### src/rtl/hwc_pkg.sv
package hwc_pkg;

  typedef enum logic [1:0] {
    PS_RUN  = 2'd0,
    PS_HALT = 2'd1,
    PS_STAB = 2'd2
  } pstate_e;

  typedef enum logic {
    WC_IRQ = 1'b0,
    WC_RST = 1'b1
  } wcause_e;

  localparam logic [1:0] HALT_IMASK = 2'b10;

  // Stabilisation length in cycles for the selected option.
  function automatic int unsigned stab_len(input logic sel_long,
                                           input int unsigned short_c,
                                           input int unsigned long_c);
    return sel_long ? long_c : short_c;
  endfunction

endpackage

### src/rtl/hwc_entry_gate.sv
module hwc_entry_gate (
  input  logic halt_req_i,
  input  logic osc_irq_en_i,
  input  logic wdg_en_i,
  input  logic wdg_halt_opt_i,
  input  logic wake_now_i,
  output logic go_halt_o,
  output logic go_stab_o,
  output logic wdg_trip_o
);
  logic accept;
  logic enter;

  always_comb begin
    accept     = halt_req_i & ~osc_irq_en_i;
    wdg_trip_o = accept & wdg_en_i & ~wdg_halt_opt_i;
    enter      = accept & ~wdg_trip_o;
    go_stab_o  = enter & wake_now_i;
    go_halt_o  = enter & ~wake_now_i;
  end
endmodule

### src/rtl/hwc_wake_qual.sv
module hwc_wake_qual #(
  parameter int unsigned NIRQ = 8,
  parameter logic [NIRQ-1:0] WAKE_MASK = 8'h0F
) (
  input  logic [NIRQ-1:0] irq_pend_i,
  input  logic            ext_reset_i,
  output logic            wake_now_o,
  output logic            cause_rst_o
);
  logic [NIRQ-1:0] qual;

  for (genvar g = 0; g < NIRQ; g++) begin : g_qual
    if (WAKE_MASK[g]) begin : g_cap
      assign qual[g] = irq_pend_i[g];
    end else begin : g_nocap
      assign qual[g] = 1'b0;
    end
  end

  assign cause_rst_o = ext_reset_i;
  assign wake_now_o  = ext_reset_i | (|qual);
endmodule

### src/rtl/hwc_stab_timer.sv
module hwc_stab_timer #(
  parameter int unsigned SHORT_CYC = 256,
  parameter int unsigned LONG_CYC  = 4096
) (
  input  logic clk_i,
  input  logic rst_ni,
  input  logic active_i,
  input  logic sel_long_i,
  output logic done_o
);
  import hwc_pkg::*;
  localparam int unsigned CNT_W = $clog2(LONG_CYC);

  logic [CNT_W-1:0] cnt_q;
  logic [CNT_W-1:0] limit;

  assign limit  = CNT_W'(stab_len(sel_long_i, SHORT_CYC, LONG_CYC) - 1);
  assign done_o = active_i && (cnt_q == limit);

  always_ff @(posedge clk_i or negedge rst_ni) begin
    if (!rst_ni)              cnt_q <= '0;
    else if (!active_i || done_o) cnt_q <= '0;
    else                      cnt_q <= cnt_q + 1'b1;
  end
endmodule

### src/rtl/halt_wake_ctrl.sv
module halt_wake_ctrl #(
  parameter int unsigned NIRQ = 8,
  parameter logic [NIRQ-1:0] WAKE_MASK = 8'h0F,
  parameter int unsigned SHORT_CYC = 256,
  parameter int unsigned LONG_CYC  = 4096
) (
  input  logic            clk_i,
  input  logic            rst_ni,
  input  logic            halt_req_i,
  input  logic            osc_irq_en_i,
  input  logic            wdg_en_i,
  input  logic            wdg_halt_opt_i,
  input  logic            long_delay_i,
  input  logic            ext_reset_i,
  input  logic [NIRQ-1:0] irq_pend_i,
  output logic [1:0]      state_o,
  output logic            osc_en_o,
  output logic            cpu_clk_en_o,
  output logic            periph_clk_en_o,
  output logic            imask_wr_o,
  output logic [1:0]      imask_o,
  output logic            wdg_rst_o,
  output logic            wdg_hold_o,
  output logic            stab_done_o,
  output logic            fetch_reset_o,
  output logic            service_irq_o,
  output logic            wake_cause_o
);
  import hwc_pkg::*;

  pstate_e state_q, state_d;
  wcause_e cause_q, cause_d;
  logic    go_halt, go_stab, wdg_trip;
  logic    wake_now, cause_rst;
  logic    stab_done;
  logic    imask_wr_q, wdg_rst_q, fetch_q, svc_q;

  hwc_wake_qual #(.NIRQ(NIRQ), .WAKE_MASK(WAKE_MASK)) u_qual (
    .irq_pend_i (irq_pend_i),
    .ext_reset_i(ext_reset_i),
    .wake_now_o (wake_now),
    .cause_rst_o(cause_rst)
  );

  hwc_entry_gate u_gate (
    .halt_req_i    (halt_req_i),
    .osc_irq_en_i  (osc_irq_en_i),
    .wdg_en_i      (wdg_en_i),
    .wdg_halt_opt_i(wdg_halt_opt_i),
    .wake_now_i    (wake_now),
    .go_halt_o     (go_halt),
    .go_stab_o     (go_stab),
    .wdg_trip_o    (wdg_trip)
  );

  hwc_stab_timer #(.SHORT_CYC(SHORT_CYC), .LONG_CYC(LONG_CYC)) u_timer (
    .clk_i     (clk_i),
    .rst_ni    (rst_ni),
    .active_i  (state_q == PS_STAB),
    .sel_long_i(long_delay_i),
    .done_o    (stab_done)
  );

  always_comb begin
    state_d = state_q;
    cause_d = cause_q;
    unique case (state_q)
      PS_RUN: begin
        if (go_stab) begin
          state_d = PS_STAB;
          cause_d = cause_rst ? WC_RST : WC_IRQ;
        end else if (go_halt) begin
          state_d = PS_HALT;
        end
      end
      PS_HALT: begin
        if (wake_now) begin
          state_d = PS_STAB;
          cause_d = cause_rst ? WC_RST : WC_IRQ;
        end
      end
      PS_STAB: if (stab_done) state_d = PS_RUN;
      default: state_d = PS_RUN;
    endcase
  end

  always_ff @(posedge clk_i or negedge rst_ni) begin
    if (!rst_ni) begin
      state_q    <= PS_RUN;
      cause_q    <= WC_IRQ;
      imask_wr_q <= 1'b0;
      wdg_rst_q  <= 1'b0;
      fetch_q    <= 1'b0;
      svc_q      <= 1'b0;
    end else begin
      state_q    <= state_d;
      cause_q    <= cause_d;
      imask_wr_q <= (state_q == PS_RUN) && (go_halt || go_stab);
      wdg_rst_q  <= (state_q == PS_RUN) && wdg_trip;
      fetch_q    <= (state_q == PS_STAB) && stab_done && (cause_q == WC_RST);
      svc_q      <= (state_q == PS_STAB) && stab_done && (cause_q == WC_IRQ);
    end
  end

  assign state_o         = state_q;
  assign osc_en_o        = (state_q != PS_HALT);
  assign cpu_clk_en_o    = (state_q == PS_RUN);
  assign periph_clk_en_o = (state_q == PS_RUN);
  assign imask_wr_o      = imask_wr_q;
  assign imask_o         = HALT_IMASK;
  assign wdg_rst_o       = wdg_rst_q;
  assign wdg_hold_o      = (state_q != PS_RUN);
  assign stab_done_o     = stab_done;
  assign fetch_reset_o   = fetch_q;
  assign service_irq_o   = svc_q;
  assign wake_cause_o    = cause_q;
endmodule

### config.mk
export PLATFORM = sky130hd
export DESIGN_NAME = halt_wake_ctrl
export DESIGN_NICKNAME = d
export VERILOG_FILES = /design/src/rtl/hwc_pkg.sv /design/src/rtl/hwc_entry_gate.sv /design/src/rtl/hwc_wake_qual.sv /design/src/rtl/hwc_stab_timer.sv /design/src/rtl/halt_wake_ctrl.sv
export SDC_FILE = /design/constraint.sdc
export NUM_CORES = 1
export LEC_CHECK = 0
export ABC_CLOCK_PERIOD_IN_PS = 1900
export BUFFER_PORTS_ARGS = -buffer_cell sky130_fd_sc_hd__buf_2
export CAP_MARGIN = 20
export CELL_PAD_IN_SITES_DETAIL_PLACEMENT = 1
export CELL_PAD_IN_SITES_GLOBAL_PLACEMENT = 1
export CORE_ASPECT_RATIO = 0.9
export CORE_UTILIZATION = 36
export DETAILED_ROUTE_END_ITERATION = 10
export GPL_TIMING_DRIVEN = 1
export PLACE_DENSITY_LB_ADDON = 0.1
export SLEW_MARGIN = 20
export SYNTH_ARGS = -nofsm -noshare
export SYNTH_HDL_FRONTEND = slang
export SYNTH_SLANG_ARGS = --single-unit
### constraint.sdc
create_clock -name clk_i -period 1.9 [get_ports clk_i]
set_input_delay 0 -clock clk_i [delete_from_list [all_inputs] [get_ports clk_i]]
set_output_delay 0 -clock clk_i [all_outputs]
set_load 0.1 [all_outputs]
==> results.toml, run 1 <==
[status]
outcome = "finished, violations left"
violations = "setup timing"

[worst_setup_path]
cp_max_fo = 2
crit_slowest_cell = "or4_1"
crit_buf_inv = 2
crit_family = "simple AND/OR/NAND/NOR gates"
cp_cell_sequence = "or4_1 > o22a_1 > nand3b_1 > clkinvlp_4 > buf_12"
required_ns = 1.90
reg2reg_slack_ns = 0.12
cp-end-kind = "primary output"
cp_slowest_stage_delay_ns = 0.50
critPathKind = "reg2out"
cp.arrival_ns = 1.96
worst_setup_path_start_kind = "register"

[pwr]
cellPowerDensity_nw_per_um2 = 1150
p_sw_mw = 0.665
leakage_nw = 0.558
irDropWorstVdd_uv = 796
power_frac_seq = 0.414
swShare = 0.486
intPower_mw = 0.704
clkPwrFrac = 0.146
power_mw = 1.37
power_frac_comb = 0.440

[cts]
cts_max_level = 1
cts_buffers = 3
clock_path_buffers = 2
path_clk_slew_ns = 0.10
cts-root-buf = "clkbuf_4"
cts_tree = "built"
cts_sinks = 19
clk_latency_ns = 0.29

[floorplanning]
die_area_sq_um = 2720
start_util = 0.397
die_h_um = 49.6
core_area_sq_um = 2280
num_io_pins = 30
die_w_um = 54.9
rows = 16

[synthesis]
ys_types = 25
synthMuxAreaShare = 0.0124
synthXorXnorAreaFrac = 0.0966
syn_area_per_cell_sq_um = 10.1
synth.cells.most_frequent = "19 x dfrtp_1, 19 x nor2_1, 6 x xnor2_1"
yosys.area_share.simple = 0.234
synthTopCellsByArea = "dfrtp_1 52%, nor2_1 7.9%, xnor2_1 5.8%"
ys.flop_type = "dfrtp_1"
synthAdderAreaFrac = 0.0138
synth_top_area_share = 0.524
synth_top_family_by_area = "simple AND/OR/NAND/NOR gates"
seq_area_frac_synth = 0.524
syn_inst = 90
ys_warn_count = 0
ys_seq_elements = 19
async_flop_share = 1.00
synth_top_cell_by_area = "dfrtp_1"
syn_nets = 107
synth_edf_count = 0
synth_compound_area_frac = 0.0524
netlist_area_sq_um = 907

[drt]
drtIter0Drc = 4
drt-met1-wl_um = 862
viasPerCell = 4.82
drc = 0
final_antenna_net_count = 0
routed_wl_um = 1900
wl_met2_um = 946
route.top_layer_used = "met4"
first_pass_iters = 4
via_count = 732
wl_per_cell_um = 12.5
wl_met3_um = 78

[grt]
antenna_found_initial = 0
grt_pass1_wl_um = 3180
first_global_vias = 759
grt_max_degree = 20
grt-ovfl-total = 0
track_usage = 0.164

[final_layout]
final_nets = 143
final_cell_count_no_fill = 152
post-route-util = 0.523
drive_gt1_frac = 0.336
fill_cells = 281
diodes = 0
area_growth_pct = 31.6

[placement]
placed_cells = 139
port_buffers = 23
dp_hpwl_um = 1370
pre_cts_ws_ns = 0.176
gp_congestion = 0.752

[flow_run]
cap_violations = 0

[timing]
timing.fmax_mhz = 510
hold_ws_ns = 0.0544
fin_crit_ns = 1.96
fin_worst_skew_ns = 0.00140
hold_viol = 0
setup_viol = 1
fin_ws_ns = -0.0603
fin_crit_sh = 1.03
rsz0062_at_grt = "true"
final_max_slew_viol_count = 0

[hold_path]
hp-class = "in2reg"
## flip-flops by register name, indices dropped and copies added (netlist names)
signal	cells
fetch_reset_o	1
imask_wr_o	1
service_irq_o	1
state_o	2
u_timer.cnt_q	12
wake_cause_o	1
wdg_rst_o	1
## through the flow
step                TNS (ns)  instance area [sq um]
CTS                  -0.0672                   1190
detailed placement         0                   1080
finish               -0.0603                   1190
global route          -0.137                   1190
global placement           0                   1080
floorplan            -0.0187                    925
## path summary, 6_finish.rpt
check,cells past startpoint,endpoint,from
worst max register to register,6,u_timer.cnt_q[3]$_DFF_PN0_,u_timer.cnt_q[8]$_DFF_PN0_
worst min-delay path,3,imask_wr_o$_DFF_PN0_,wdg_en_i
worst max-delay path,5,stab_done_o,u_timer.cnt_q[8]$_DFF_PN0_
min in group asynchronous,2,imask_wr_o$_DFF_PN0_,rst_ni
max in group asynchronous,2,state_o[1]$_DFFE_PN0P_,rst_ni
worst min register to register,1,service_irq_o$_DFF_PN0_,wake_cause_o$_DFFE_PN0P_
## cell type report
class	instances	area (sq um)	share of cell area
multi-input combinational	62	394	0.330
inverter	5	26.3	0.0220
timing repair buffer	35	235	0.197
clock buffer	4	26.3	0.0220
tap	27	33.8	0.0283
sequential	19	478	0.400
## worst reg2reg max path, cell delays in order, from the launching register on
cell	delay (ns)
dfrtp_1	0.40
or4_1	0.50
o22a_1	0.22
buf_4	0.14
o31ai_4	0.17
buf_4	0.20
nor2_1	0.06
## power groups by stage
stage,Sequential [mW],Combinational [mW],Clock (mW)
3_3_place_gp,0.565,0.584,0
4_1_cts,0.566,0.603,0.211
2_1_floorplan,0.694,0.367,0
5_1_grt,0.580,0.641,0.224
6_report,0.567,0.602,0.200
3_5_place_dp,0.573,0.596,0
## cell usage in the layout (no fill, tap or decap), drive strengths merged
cell | synthesis | layout
nand3 | 3 | 3
nand2b | 2 | 2
inv | 5 | 3
nor4 | 1 | 1
xor2 | 4 | 4
nor2 | 19 | 19
and3 | 1 | 1
clkbuf | 0 | 4
nor2b | 2 | 2
buf | 4 | 29
nor3 | 4 | 4
and4 | 1 | 1
dfrtp | 19 | 19
o31ai | 2 | 2
nand3b | 1 | 1
nand2 | 5 | 5
or4 | 2 | 2
xnor2 | 6 | 6
conb | 2 | 2
dlygate4sd3 | 0 | 6
ha | 1 | 1
nand4 | 3 | 3
o22a | 1 | 1
mux2 | 1 | 1
clkinvlp | 0 | 2
a21oi | 1 | 1
## per-layer routing
| metal | track usage | vias up |
|---|---|---|
| met5 | 0 | - |
| met4 | 0.0375 | 0 |
| met3 | 0.0648 | 2 |
| met1 | 0.200 | 351 |
| met2 | 0.267 | 16 |
| li1 | - | 363 |
## what timing repair did
item | 4_1_cts | 5_1_grt
cloned | 0 | 0
gates resized for setup | 0 | 2
endpoints found under the hold margin | 22 | 0
pin swaps | 2 | 1
hold buffers | 6 | 0
setup endpoints to repair | 1 | 1
setup buffers | 3 | 0
## logic make-up after synthesis
group	after synthesis
other cells	2
xor+xnor	10
simple gates	44
fa+ha+maj	1
buf+inv	9
mux	1
compound gates	4
flops	19
(Power assumes the default switching activity.)
==> run 2: changes to the inputs <==
CORE_UTILIZATION = 37   (was 36)
SYNTH_HIERARCHICAL = 1   (was default)
==> run 2 against run 1 <==
The run now ends clean. Synthesized area up 7.9%. Count of clock-buffer cells in the layout down 1. Die area up 4.8%. Via count down 2.2%. Routed wire length down 4.5%. Sequential share of layout area up 0.68 points. Setup slack better by 0.19 ns.
==> results.toml, run 2 <==
[floorplanning]
die_h_um = 50.8
die_area_sq_um = 2850
num_io_pins = 30
core_area_sq_um = 2490
rows = 17
die_w_um = 56.2
start_util = 0.393

[grt]
grt_max_degree = 20
first_global_vias = 725
grt_pass1_wl_um = 3120
grt-ovfl-total = 0
antenna_found_initial = 0
track_usage = 0.143

[cts]
cts_tree = "built"
cts_sinks = 19
cts_max_level = 1
cts_buffers = 3
clock_path_buffers = 2
cts-root-buf = "clkbuf_4"
clk_latency_ns = 0.30
path_clk_slew_ns = 0.11

[timing]
final_max_slew_viol_count = 0
fin_crit_sh = 0.932
fin_ws_ns = 0.129
timing.fmax_mhz = 565
fin_worst_skew_ns = 0.00138
tns_ns = 0
rsz0062_at_grt = "false"
setup_viol = 0
hold_viol = 0
fin_crit_ns = 1.77

[pwr]
power_frac_comb = 0.266
power_mw = 1.04
intPower_mw = 0.687
p_sw_mw = 0.351
swShare = 0.339
cellPowerDensity_nw_per_um2 = 875
clkPwrFrac = 0.201
leakage_nw = 0.583
irDropWorstVdd_uv = 542
power_frac_seq = 0.533

[drt]
drc = 0
routed_wl_um = 1820
final_antenna_net_count = 0
drtIter0Drc = 12
viasPerCell = 4.87
via_count = 716
first_pass_iters = 2
wl_per_cell_um = 12.3

[hold_path]
hp-class = "in2reg"
min_path_cells = 4
min_from = "osc_irq_en_i"

[synthesis]
syn_inst = 95
seq_area_frac_synth = 0.486
syn_area_per_cell_sq_um = 10.3
synthTopCellsByArea = "dfrtp_1 49%, nor2_1 7.3%, xor2_1 7.2%"
ys_seq_elements = 19
ys_warn_count = 6
syn_nets = 112
synth.cells.most_frequent = "19 x dfrtp_1, 19 x nor2_1, 8 x xor2_1"
async_flop_share = 1.00
synth_top_cell_by_area = "dfrtp_1"
netlist_area_sq_um = 978
ys.flop_type = "dfrtp_1"
synth_top_area_share = 0.486
ys_types = 32
synth_edf_count = 0

[worst_setup_path]
critPathKind = "reg2out"
r2r_start = "u_timer/cnt_q[0]$_DFF_PN0_"
cp.arrival_ns = 1.77
cp-startpoint = "u_timer/cnt_q[0]$_DFF_PN0_"
r2r.worst_path.cells = 5
worst_setup_path_start_kind = "register"
cp_max_fo = 4
cp-end-kind = "primary output"
required_ns = 1.90
reg2reg_slack_ns = 0.39

[final_layout]
regMostFlops = "u_timer/cnt_q"
final_cell_count_no_fill = 147
final_common_cell = "buf_2"
area_growth_pct = 21.2
drive_gt1_frac = 0.353
post-route-util = 0.477
final_nets = 137
fill_cells = 288
layout_common_cells = "22 x buf_2, 18 x nor2_1, 17 x dfrtp_1"
largest_reg_flops = 12
diodes = 0

[placement]
placed_cells = 141
port_buffers = 23
gp_congestion = 0.648
dp_hpwl_um = 1420
pre_cts_ws_ns = 0.406

[status]
outcome = "complete, no violations"

[flow_run]
cap_violations = 0
run 2: cell types whose count changed after synthesis, sizes merged, moves of 4 or more:
cell / delta
and2: +4
and3: +4
xor2: +4
xnor2: -4
run 2: layout make-up:
| class | count | area (sq um) | share of cell area |
|---|---|---|---|
| sequential | 19 | 483 | 0.407 |
| multi-input combinational | 68 | 477 | 0.402 |
| inverter | 3 | 11.3 | 0.00949 |
| clock inverter | 1 | 7.51 | 0.00633 |
| clock buffer | 3 | 22.5 | 0.0190 |
| timing repair buffer | 25 | 150 | 0.127 |
| tap | 28 | 35.0 | 0.0295 |
run 2: final timing paths:
kind | to
setup / recovery | stab_done_o
hold / removal | imask_wr_o$_DFF_PN0_
setup reg to reg | fetch_reset_o$_DFF_PN0_
hold reg to reg | u_timer/cnt_q[0]$_DFF_PN0_
max in group asynchronous | state_o[0]$_DFFE_PN0P_
min in group asynchronous | u_timer/cnt_q[9]$_DFF_PN0_
run 2: cell families (layout without fill, tap and decap cells):
family,count (synthesis),after routing,share of synthesized area
simple gates,49,49,0.294
flops,19,19,0.486
xor+xnor,10,10,0.0895
buf+inv,8,32,0.0473
compound gates,4,4,0.0409
other cells,2,2,0.00768
mux,2,2,0.0217
fa+ha+maj,1,1,0.0128
run 2: through the flow:
stage	instance area [sq um]	hold WS (ns)
final	1190	0.0122
after global routing	1190	0.0387
after CTS	1190	0.00420
after detailed placement	1140	-0.0388
after global placement	1140	-0.0395
after floorplan	1010	-0.296
run 2: per-layer routing:
metal  GRT usage  wire, um  part of all wire
met1       0.181       868              0.48
met2       0.238       863              0.48
met3      0.0541        83             0.046
met4      0.0244         0                 0
met5           0         0                 0
run 2: what timing repair did:
item | CTS | global route
setup endpoints to repair | 0 | 0
hold buffers | 2 | 0
gates resized for setup | 0 | 0
buffers inserted | 0 | 0
endpoints found under the hold margin | 20 | 0
run 2: critical path, cell delays in order (launching register included):
cell and delay [ns]:
dfrtp_1 0.38, ha_1 0.24, and3_2 0.25, nand2_4 0.08, nor3b_4 0.30, buf_12 0.22
run 2: power by group through the flow:
stage	combinational [mW]	sequential, mW	clock, mW
2_1_floorplan	0.223	0.553	0
3_3_place_gp	0.263	0.559	0
3_5_place_dp	0.274	0.563	0
4_1_cts	0.280	0.554	0.224
5_1_grt	0.310	0.566	0.240
6_report	0.276	0.553	0.209
==> run 3: changes to the inputs <==
ABC_AREA = 1   (was default)
CORE_UTILIZATION = 35   (was 37)
==> run 3 against run 2 <==
Hold slack improved by 0.024 ns. Utilization fell by 2.9 points. Final cell count rose by 39%. Die area rose by 12%. Global-route usage rose by 1.9 points. Synthesized cell count rose by 46%. Combinational power rose to 3.8 times the previous value. Register-to-register slack got worse by 0.06 ns. Critical path type unchanged.
==> results.toml, run 3 <==
[worst_setup_path]
worst_setup_path_start_kind = "register"
critPathKind = "reg2out"
cp_max_fo = 3
critPathCapture = "stab_done_o"
r2r_start = "u_timer/cnt_q[0]$_DFF_PN0_"
reg2reg_slack_ns = 0.33
r2r.worst_path.cells = 8
cp-startpoint = "u_timer/cnt_q[0]$_DFF_PN0_"
r2r_end = "state_o[0]$_DFFE_PN0P_"
required_ns = 1.90
cp.arrival_ns = 1.70
cp-end-kind = "primary output"

[pwr]
power_frac_comb = 0.584
cellPowerDensity_nw_per_um2 = 1440
irDropWorstVdd_uv = 1370
swShare = 0.602
p_sw_mw = 1.09
clkPwrFrac = 0.110
intPower_mw = 0.718
leakage_nw = 0.640
power_frac_seq = 0.306
power_mw = 1.80

[drt]
first_pass_iters = 4
wl_per_cell_um = 10.8
final_antenna_net_count = 0
drc = 0
via_count = 908
routed_wl_um = 2200
viasPerCell = 4.45
drtIter0Drc = 8

[synthesis]
async_flop_share = 1.00
synth_edf_count = 0
synthMostInstantiatedCell = "nand2_1"
syn_area_per_cell_sq_um = 7.49
ys_warn_count = 6
synth_top_area_share = 0.457
ys.flop_type = "dfrtp_1"
syn_inst = 139
synth_top_cell_by_area = "dfrtp_1"
syn_nets = 156
netlist_area_sq_um = 1040
ys_seq_elements = 19
ys_types = 20
synthTopCellsByArea = "dfrtp_1 46%, nand2_1 12%, nor2_1 10%"
seq_area_frac_synth = 0.457
synth.cells.most_frequent = "32 x nand2_1, 29 x nor2_1, 19 x dfrtp_1, 19 x inv_1, 10 x nand3_1"

[final_layout]
regMostFlops = "u_timer/cnt_q"
post-route-util = 0.448
final_cell_count_no_fill = 204
final_nets = 182
area_growth_pct = 20.2
final_common_cell = "nand2_1"
largest_reg_flops = 12
layout_common_cells = "32 x nand2_1, 27 x nor2_1, 22 x buf_2"
diodes = 0
drive_gt1_frac = 0.238

[grt]
grt_max_degree = 20
first_global_vias = 879
grt-ovfl-total = 0
antenna_found_initial = 0
track_usage = 0.163
grt_pass1_wl_um = 3860

[timing]
rsz0062_at_grt = "false"
hold_ws_ns = 0.0360
setup_viol = 0
fin_crit_sh = 0.894
final_max_slew_viol_count = 0
timing.fmax_mhz = 589
fin_worst_skew_ns = 0.00145
hold_viol = 0
fin_crit_ns = 1.70
tns_ns = 0

[status]
outcome = "complete, no violations"

[floorplanning]
core_area_sq_um = 2790
rows = 18
num_io_pins = 30
die_area_sq_um = 3200
die_h_um = 53.7
start_util = 0.373
die_w_um = 59.5

[cts]
cts_max_level = 1
clock_path_buffers = 2
path_clk_slew_ns = 0.10
cts_buffers = 3
cts_tree = "built"
clk_latency_ns = 0.29
cts_sinks = 19
cts-root-buf = "clkbuf_4"

[placement]
gp_congestion = 0.729
port_buffers = 23
dp_hpwl_um = 1760
placed_cells = 197

[hold_path]
hp-class = "in2reg"

[flow_run]
cap_violations = 0
## run 3: changes by cell type after synthesis, sizes merged, moves of 2 or more
cell / before / now
nand2: 4 / 34
nand3: 3 / 10
nand3b: 0 / 2
and3: 5 / 0
nor2: 19 / 32
inv: 3 / 21
xor2: 8 / 3
nor2b: 2 / 0
and2: 4 / 0
## run 3: routing by layer
layer | GRT usage | routed length [um] | up-vias | part of all wire
met3 | 0.0433 | 83 | 2 | 0.038
li1 | - | - | 462 | -
met2 | 0.305 | 1130 | 20 | 0.51
met1 | 0.185 | 973 | 424 | 0.44
met4 | 0.0357 | 12 | 0 | 0.0055
met5 | 0 | 0 | - | 0
## run 3: cell type report
cell class	instances	area, sq um
fill	385	1540
sequential	19	480
multi-input combinational	94	460
timing repair buffer	26	155
inverter	21	78.8
tap	40	50.0
clock buffer	4	26.3
## run 3: worst max-delay path, stage by stage (launching register included)
cell	delay, ns
dfrtp_1	0.38
ha_1	0.21
nand2_1	0.10
nor3_2	0.20
nand2_1	0.15
nor2_4	0.17
buf_8	0.21
## run 3: power by group through the flow
stage	Sequential [mW]	Combinational (mW)	Clock [mW]
2_1_floorplan	0.808	0.685	0
3_3_place_gp	0.556	1.05	0
3_5_place_dp	0.561	1.06	0
4_1_cts	0.553	1.07	0.210
5_1_grt	0.566	1.11	0.224
6_report	0.552	1.05	0.198
## run 3: worst min-delay path by stage
stage	startpoint	end	slack, ns	depth (start not counted)
6_report	halt_req_i	wdg_rst_o$_DFF_PN0_	0.04	5
3_5_place_dp	rst_ni	u_timer/cnt_q[3]$_DFF_PN0_	-0.04	1
5_1_grt	wdg_halt_opt_i	wdg_rst_o$_DFF_PN0_	0.05	6
3_3_place_gp	rst_ni	u_timer/cnt_q[3]$_DFF_PN0_	-0.04	1
4_1_cts	halt_req_i	wdg_rst_o$_DFF_PN0_	0.03	5
2_1_floorplan	rst_ni	fetch_reset_o$_DFF_PN0_	-0.30	0
## run 3: metrics by stage
stage,worst slack [ns],instance area [sq um]
after CTS,0.0951,1240
after global routing,0.00869,1250
after floorplan,0.0278,1060
final,0.201,1250
after global placement,0.343,1180
after detailed placement,0.312,1180
## run 3: repair_timing
| item | CTS | global route |
|---|---|---|
| gates cloned | 0 | 0 |
| pin swaps | 0 | 0 |
| hold endpoints to repair | 21 | 0 |
| hold buffers | 3 | 0 |
| setup endpoints to repair | 1 | 1 |
| gates resized for setup | 1 | 2 |
| buffers inserted | 0 | 0 |
## run 3: kinds of logic after synthesis
logic type,synth area share
adders and majority gates,0.0120
AOI/OAI and AO/OA,0.0132
xor gates and xnor gates,0.0505
other,0.00721
DFF,0.457
and+or+nand+nor,0.345
buffers and inverters,0.115
